===== config.mk =====
export PLATFORM = sky130hd
export DESIGN_NAME = addr_xlate_unit
export DESIGN_NICKNAME = d
export VERILOG_FILES = /design/src/rtl/xlate_pkg.sv /design/src/rtl/xlate_store.sv /design/src/rtl/xlate_victim.sv /design/src/rtl/addr_xlate_unit.sv
export SDC_FILE = /design/constraint.sdc
export NUM_CORES = 1
export LEC_CHECK = 0
export BUFFER_PORTS_ARGS = -buffer_cell sky130_fd_sc_hd__buf_2
export CORE_UTILIZATION = 53
export DETAILED_ROUTE_END_ITERATION = 10
export PLACE_DENSITY_LB_ADDON = 0.05
export SETUP_SLACK_MARGIN = 0.3
export SLEW_MARGIN = 15
export SYNTH_ARGS = -nofsm -noshare
export SYNTH_HDL_FRONTEND = slang
export SYNTH_HIERARCHICAL = 1
export SYNTH_SLANG_ARGS = --single-unit

===== constraint.sdc =====
create_clock -name clk_i -period 3.5 [get_ports clk_i]
set_input_delay 0.175 -clock clk_i [delete_from_list [all_inputs] [get_ports clk_i]]
set_output_delay 0.175 -clock clk_i [all_outputs]
set_load 0.05 [all_outputs]

===== src/rtl/xlate_pkg.sv =====
package xlate_pkg;
  localparam int VA_W  = 32;
  localparam int OFF_W = 12;
  localparam int VPN_W = VA_W - OFF_W;
  localparam int PPN_W = 20;
  localparam int PA_W  = PPN_W + OFF_W;
  localparam int PID_W = 8;

  // table entry word layout, MSB first
  typedef struct packed {
    logic [PPN_W-1:0] ppn;
    logic [PID_W-1:0] pid;
    logic             dirty;
    logic             wr_ok;
    logic             rd_ok;
    logic             present;
  } pte_t;

  localparam int PTE_W = $bits(pte_t);
endpackage


===== src/rtl/xlate_store.sv =====
module xlate_store
  import xlate_pkg::*;
#(
  parameter int N = 8,
  localparam int IDX_W = $clog2(N)
) (
  input  logic             clk_i,
  input  logic             rst_ni,
  input  logic [VPN_W-1:0] look_vpn_i,
  output logic [N-1:0]     hit_vec_o,
  output logic             hit_o,
  output pte_t             hit_pte_o,
  input  logic             flush_i,
  input  logic             fill_i,
  input  logic [IDX_W-1:0] fill_idx_i,
  input  logic [VPN_W-1:0] fill_vpn_i,
  input  pte_t             fill_pte_i,
  input  logic             set_dirty_i,
  output logic [N-1:0]     valid_o
);
  logic [N-1:0]     valid_q;
  logic [VPN_W-1:0] vpn_q [N];
  pte_t             ent_q [N];

  for (genvar i = 0; i < N; i++) begin : g_match
    assign hit_vec_o[i] = valid_q[i] && ent_q[i].present && (vpn_q[i] == look_vpn_i);
  end

  assign hit_o   = |hit_vec_o;
  assign valid_o = valid_q;

  always_comb begin
    hit_pte_o = '0;
    for (int i = 0; i < N; i++)
      if (hit_vec_o[i]) hit_pte_o = pte_t'(hit_pte_o | ent_q[i]);
  end

  always_ff @(posedge clk_i or negedge rst_ni) begin
    if (!rst_ni) valid_q <= '0;
    else if (flush_i) valid_q <= '0;
    else if (fill_i) valid_q[fill_idx_i] <= 1'b1;
  end

  always_ff @(posedge clk_i) begin
    for (int i = 0; i < N; i++) begin
      if (fill_i && !flush_i && (fill_idx_i == IDX_W'(i))) begin
        vpn_q[i] <= fill_vpn_i;
        ent_q[i] <= fill_pte_i;
      end else if (set_dirty_i && hit_vec_o[i]) begin
        ent_q[i].dirty <= 1'b1;
      end
    end
  end
endmodule


===== src/rtl/xlate_victim.sv =====
module xlate_victim #(
  parameter int N = 8,
  localparam int IDX_W = $clog2(N)
) (
  input  logic             clk_i,
  input  logic             rst_ni,
  input  logic [N-1:0]     valid_i,
  input  logic             advance_i,
  output logic [IDX_W-1:0] victim_o
);
  logic [IDX_W-1:0] rr_q;
  logic             all_valid;

  assign all_valid = &valid_i;

  always_comb begin
    victim_o = rr_q;
    for (int i = N - 1; i >= 0; i--)
      if (!valid_i[i]) victim_o = IDX_W'(i);
  end

  always_ff @(posedge clk_i or negedge rst_ni) begin
    if (!rst_ni) rr_q <= '0;
    else if (advance_i && all_valid)
      rr_q <= (rr_q == IDX_W'(N - 1)) ? '0 : rr_q + 1'b1;
  end
endmodule


===== src/rtl/addr_xlate_unit.sv =====
module addr_xlate_unit
  import xlate_pkg::*;
#(
  parameter int ENTRIES   = 8,
  parameter int PTE_SHIFT = 2,
  localparam int IDX_W = $clog2(ENTRIES)
) (
  input  logic             clk_i,
  input  logic             rst_ni,
  input  logic             req_valid_i,
  input  logic [VA_W-1:0]  req_vaddr_i,
  input  logic             req_write_i,
  input  logic [PID_W-1:0] cur_pid_i,
  input  logic [PA_W-1:0]  pt_base_i,
  input  logic             flush_i,
  output logic             rsp_valid_o,
  output logic [PA_W-1:0]  rsp_paddr_o,
  output logic             rsp_pfault_o,
  output logic             rsp_perm_o,
  output logic             rsp_dirty_o,
  output logic             mem_req_o,
  output logic [PA_W-1:0]  mem_addr_o,
  input  logic             mem_ack_i,
  input  logic [PTE_W-1:0] mem_rdata_i
);
  typedef enum logic {S_IDLE, S_WALK} state_e;

  state_e           state_q;
  logic [VPN_W-1:0] walk_vpn_q;
  logic [VPN_W-1:0] req_vpn;
  logic [ENTRIES-1:0] hit_vec;
  logic [ENTRIES-1:0] valid_vec;
  logic             hit;
  pte_t             hit_pte;
  pte_t             fetched;
  logic [IDX_W-1:0] victim;
  logic             hit_rsp, perm_bad, walk_done, fill, set_dirty;

  assign req_vpn = req_vaddr_i[VA_W-1:OFF_W];
  assign fetched = pte_t'(mem_rdata_i);

  xlate_store #(.N(ENTRIES)) u_store (
    .clk_i       (clk_i),
    .rst_ni      (rst_ni),
    .look_vpn_i  (req_vpn),
    .hit_vec_o   (hit_vec),
    .hit_o       (hit),
    .hit_pte_o   (hit_pte),
    .flush_i     (flush_i),
    .fill_i      (fill),
    .fill_idx_i  (victim),
    .fill_vpn_i  (walk_vpn_q),
    .fill_pte_i  (fetched),
    .set_dirty_i (set_dirty),
    .valid_o     (valid_vec)
  );

  xlate_victim #(.N(ENTRIES)) u_victim (
    .clk_i     (clk_i),
    .rst_ni    (rst_ni),
    .valid_i   (valid_vec),
    .advance_i (fill),
    .victim_o  (victim)
  );

  assign perm_bad  = (hit_pte.pid != cur_pid_i) ||
                     (req_write_i ? !hit_pte.wr_ok : !hit_pte.rd_ok);
  assign hit_rsp   = (state_q == S_IDLE) && req_valid_i && hit;
  assign walk_done = (state_q == S_WALK) && mem_ack_i;
  assign fill      = walk_done && fetched.present && !flush_i;
  assign set_dirty = hit_rsp && !perm_bad && req_write_i && !hit_pte.dirty;

  assign rsp_pfault_o = walk_done && !fetched.present;
  assign rsp_perm_o   = hit_rsp && perm_bad;
  assign rsp_valid_o  = hit_rsp || rsp_pfault_o;
  assign rsp_dirty_o  = hit_rsp && hit_pte.dirty;
  assign rsp_paddr_o  = (hit_rsp && !perm_bad) ?
                        {hit_pte.ppn, req_vaddr_i[OFF_W-1:0]} : '0;

  assign mem_req_o  = (state_q == S_WALK);
  assign mem_addr_o = pt_base_i + ({{(PA_W-VPN_W){1'b0}}, walk_vpn_q} << PTE_SHIFT);

  always_ff @(posedge clk_i or negedge rst_ni) begin
    if (!rst_ni) begin
      state_q    <= S_IDLE;
      walk_vpn_q <= '0;
    end else begin
      case (state_q)
        S_IDLE: if (req_valid_i && !hit) begin
          state_q    <= S_WALK;
          walk_vpn_q <= req_vpn;
        end
        S_WALK: if (mem_ack_i) state_q <= S_IDLE;
        default: state_q <= S_IDLE;
      endcase
    end
  end
endmodule


==> metrics.md <==
| Metric | Value |
|---|---|
| Status | complete, but fails checks |
| Failing checks | setup timing |
| Die area | 38400 um^2 |
| Synthesized Nets | 1596 |
| Post-layout min period | 4.33 ns |
| Cells after Synth | 1463 |
| Fin util | 68.4% |
| FMAX | 231 MHz |
| Layout cells sized above 1 | 31.5% |
| I/O Buffers | 174 |
| CTS tree | yes |
| Root Buffer | clkbuf_16 |
| DR vias | 13700 |
| Final Wtd Congestion | 0.874 |
| RR Endpoint | u_store/ent_q[0][99] |
| Clock Latency Late Sink | 0.59 ns |
| Final Hold Fails | 0 |
| Initial antenna violation count | 1 |
| # H-tree levels | 2 |
| Worst R2R Path Depth | 17 |
| Arrival time worst endpoint | 4.16 ns |
| Setup crit end kind | output pin |
| Multi-input gate area | 6600 um^2 |
| Setup crit start | u_store/vpn_q[0][26] |
| Rel. slew slack | 38.8% |
| Post-DP Area | 22300 um^2 |
| Total of warnings raised by yosys | 6 |
| Logic pwr share | 17.0% |
| Worst slew pin tran | 0.918 ns |
| Register area | 13300 um^2 |
| Netlist Area Pre-Place | 20000 um^2 |
| CTS Buffer Depth | 3 |
| Power per cell area | 523 nW/um^2 |
| DIE WIDTH | 196 um |
| Setup CP Type | reg -> out |
| Initial DRC count | 1052 |
| Worst path required time | 3.32 ns |
| Overflow after GRT | 0 |
| Clock share of power | 36.2% |
| Worst-path clk slew | 0.06 ns |
| Initial Util | 54.1% |
| Setup Viol. Count Final | 50 |
| GRT Total Usage | 29.3% |
| Dpl hpwl | 36.3 mm |
| Power Internal | 9.54 mW |
| DRC Markers | 0 |
| Mapped Avg Cell Area | 13.6 um^2 |
| Layout area overhead | 26.3% |
| VDD IR max | 0.000692 V |
| Drt via density | 5.86 |
| Sequential group share of total power | 46.7% |
| Site Rows | 70 |
| Sw power | 3.65 mW |
| Max Clock Skew | 0.0318 ns |
| CTS Sinks | 448 |
| DR pass1 iterations | 5 |
| Worst setup SP type | register |
| I/O pin total | 179 |
| Final wirelength | 56.0 mm |
| Maximum number of pins on one net before global-route repair | 40 |
| Global-route wire length before repair | 83.1 mm |
| Max Cap Viol | 0 |
| Sw Ratio | 27.6% |
| Layout net count | 1927 |
| CTS Buf Count | 48 |
| Final period util | 124% |
| Reg-to-reg startpoint | u_store/vpn_q[0][26] |
| Fillers | 2600 |
| Worst setup margin | -0.832 ns |
| Pleak | 8.84 nW |
| Critical path endpoint | rsp_paddr_o[11] |
| DRT antenna net count | 0 |
| Die Ht | 196 um |
| Design area | 25200 um^2 |
| Vias in the first global route | 13600 |
| Routed wire length per instance | 24.0 um |
| Crit-path max FO | 17 |
| RSZ-0062 raised after global routing | yes |
| Reg2Reg Setup Slack | -0.30 ns |
| Final Max Slew Viols | 0 |
| CORE AREA | 36900 um^2 |
| Worst Hold Class | in -> reg |
power groups by stage:
stage | combinational, mW | clock [mW] | sequential (mW)
floorplan | 1.27 | 0 | 6.23
detailed placement | 1.88 | 0 | 6.29
global placement | 1.87 | 0 | 6.29
CTS | 2.14 | 4.84 | 6.16
finish | 2.25 | 4.78 | 6.16
global route | 2.38 | 5.03 | 6.16
cell type report:
class	count	share of cell area, %
antenna	1	0.00992
inverter	28	0.417
tap	504	2.50
multi-input combinational	889	26.2
sequential	448	52.7
clock buffer	63	5.03
clock inverter	24	0.784
timing repair buffer	379	12.4
layout by cell type (no fill, tap or decap), types with 16 or more instances in the layout:
cell and count:
and3_1 34, nand3_1 179, nor2_1 43, buf_6 24, inv_1 19, a311oi_1 31
buf_4 157, clkbuf_16 49, a21oi_1 17, o22ai_1 32, buf_8 21, xnor2_1 150
and2_2 16, a31oi_1 34, nand4_1 67, nand2_1 33, o21ai_0 17, dlygate4sd3_1 40
xor2_1 38, buf_2 120, dfrtp_1 22, edfxtp_1 415, mux2_2 19, and2_4 16
flip-flops by register name (all words and copies together), names as in the netlist:
| signal | cells |
|---|---|
| u_store/ent_q | 256 |
| walk_vpn_q | 20 |
| u_store/vpn_q | 160 |
| u_victim/rr_q | 3 |
| u_store/valid_o | 8 |
| mem_req_o | 1 |
routing by layer:
| metal | track usage, % | wire length [um] | up-vias |
|---|---|---|---|
| met4 | 9.98 | 1750 | 2 |
| li1 | - | - | 6222 |
| met3 | 5.11 | 3550 | 114 |
| met5 | 0 | 13 | - |
| met2 | 49.9 | 27800 | 542 |
| met1 | 38.1 | 22800 | 6806 |
critical path: stages, from the launching register on:
cell	delay (ns)
edfxtp_1	0.39
xnor2_1	0.14
buf_4	0.12
nand4_1	0.18
or4_4	0.57
buf_8	0.16
nor2_4	0.08
a31oi_1	0.05
nand4_1	0.15
xor2_1	0.08
nor4_1	0.31
nand3_1	0.20
nor4_4	0.23
and4b_2	0.31
buf_6	0.12
buf_12	0.14
and2_2	0.16
buf_6	0.15
worst min path at each step:
stage                    start             end  slack (ns)  cells past startpoint
2_1_floorplan           rst_ni       mem_req_o       -0.12                      0
3_5_place_dp      pt_base_i[1]   mem_addr_o[1]        0.35                      0
3_3_place_gp            rst_ni   walk_vpn_q[1]        0.35                      1
4_1_cts        req_vaddr_i[13]   walk_vpn_q[1]        0.03                      4
6_report       req_vaddr_i[13]   walk_vpn_q[1]        0.06                      4
5_1_grt        req_vaddr_i[30]  walk_vpn_q[18]        0.06                      3
metrics by stage:
stage | TNS, ns | std cells | worst slack [ns] | total power [mW] | hold WS, ns
after floorplan | 0 | 1463 | 0.292 | 7.50 | -0.121
after global placement | -11.38 | 2186 | -0.302 | 8.15 | 0.350
after detailed placement | -16.01 | 2186 | -0.396 | 8.17 | 0.350
after CTS | -28.03 | 2328 | -0.800 | 13.1 | 0.0284
after global routing | -38.17 | 2335 | -0.994 | 13.6 | 0.0622
final | -30.03 | 2336 | -0.832 | 13.2 | 0.0608
repair_timing:
item	4_1_cts	5_1_grt
resized for setup	151	85
gates cloned	1	1
setup endpoints to repair	72	70
buffers inserted	14	6
endpoints found under the hold margin	302	0
pin swaps	23	36
hold buffers	40	0
No activity file was read; power rests on OpenSTA's default activity.
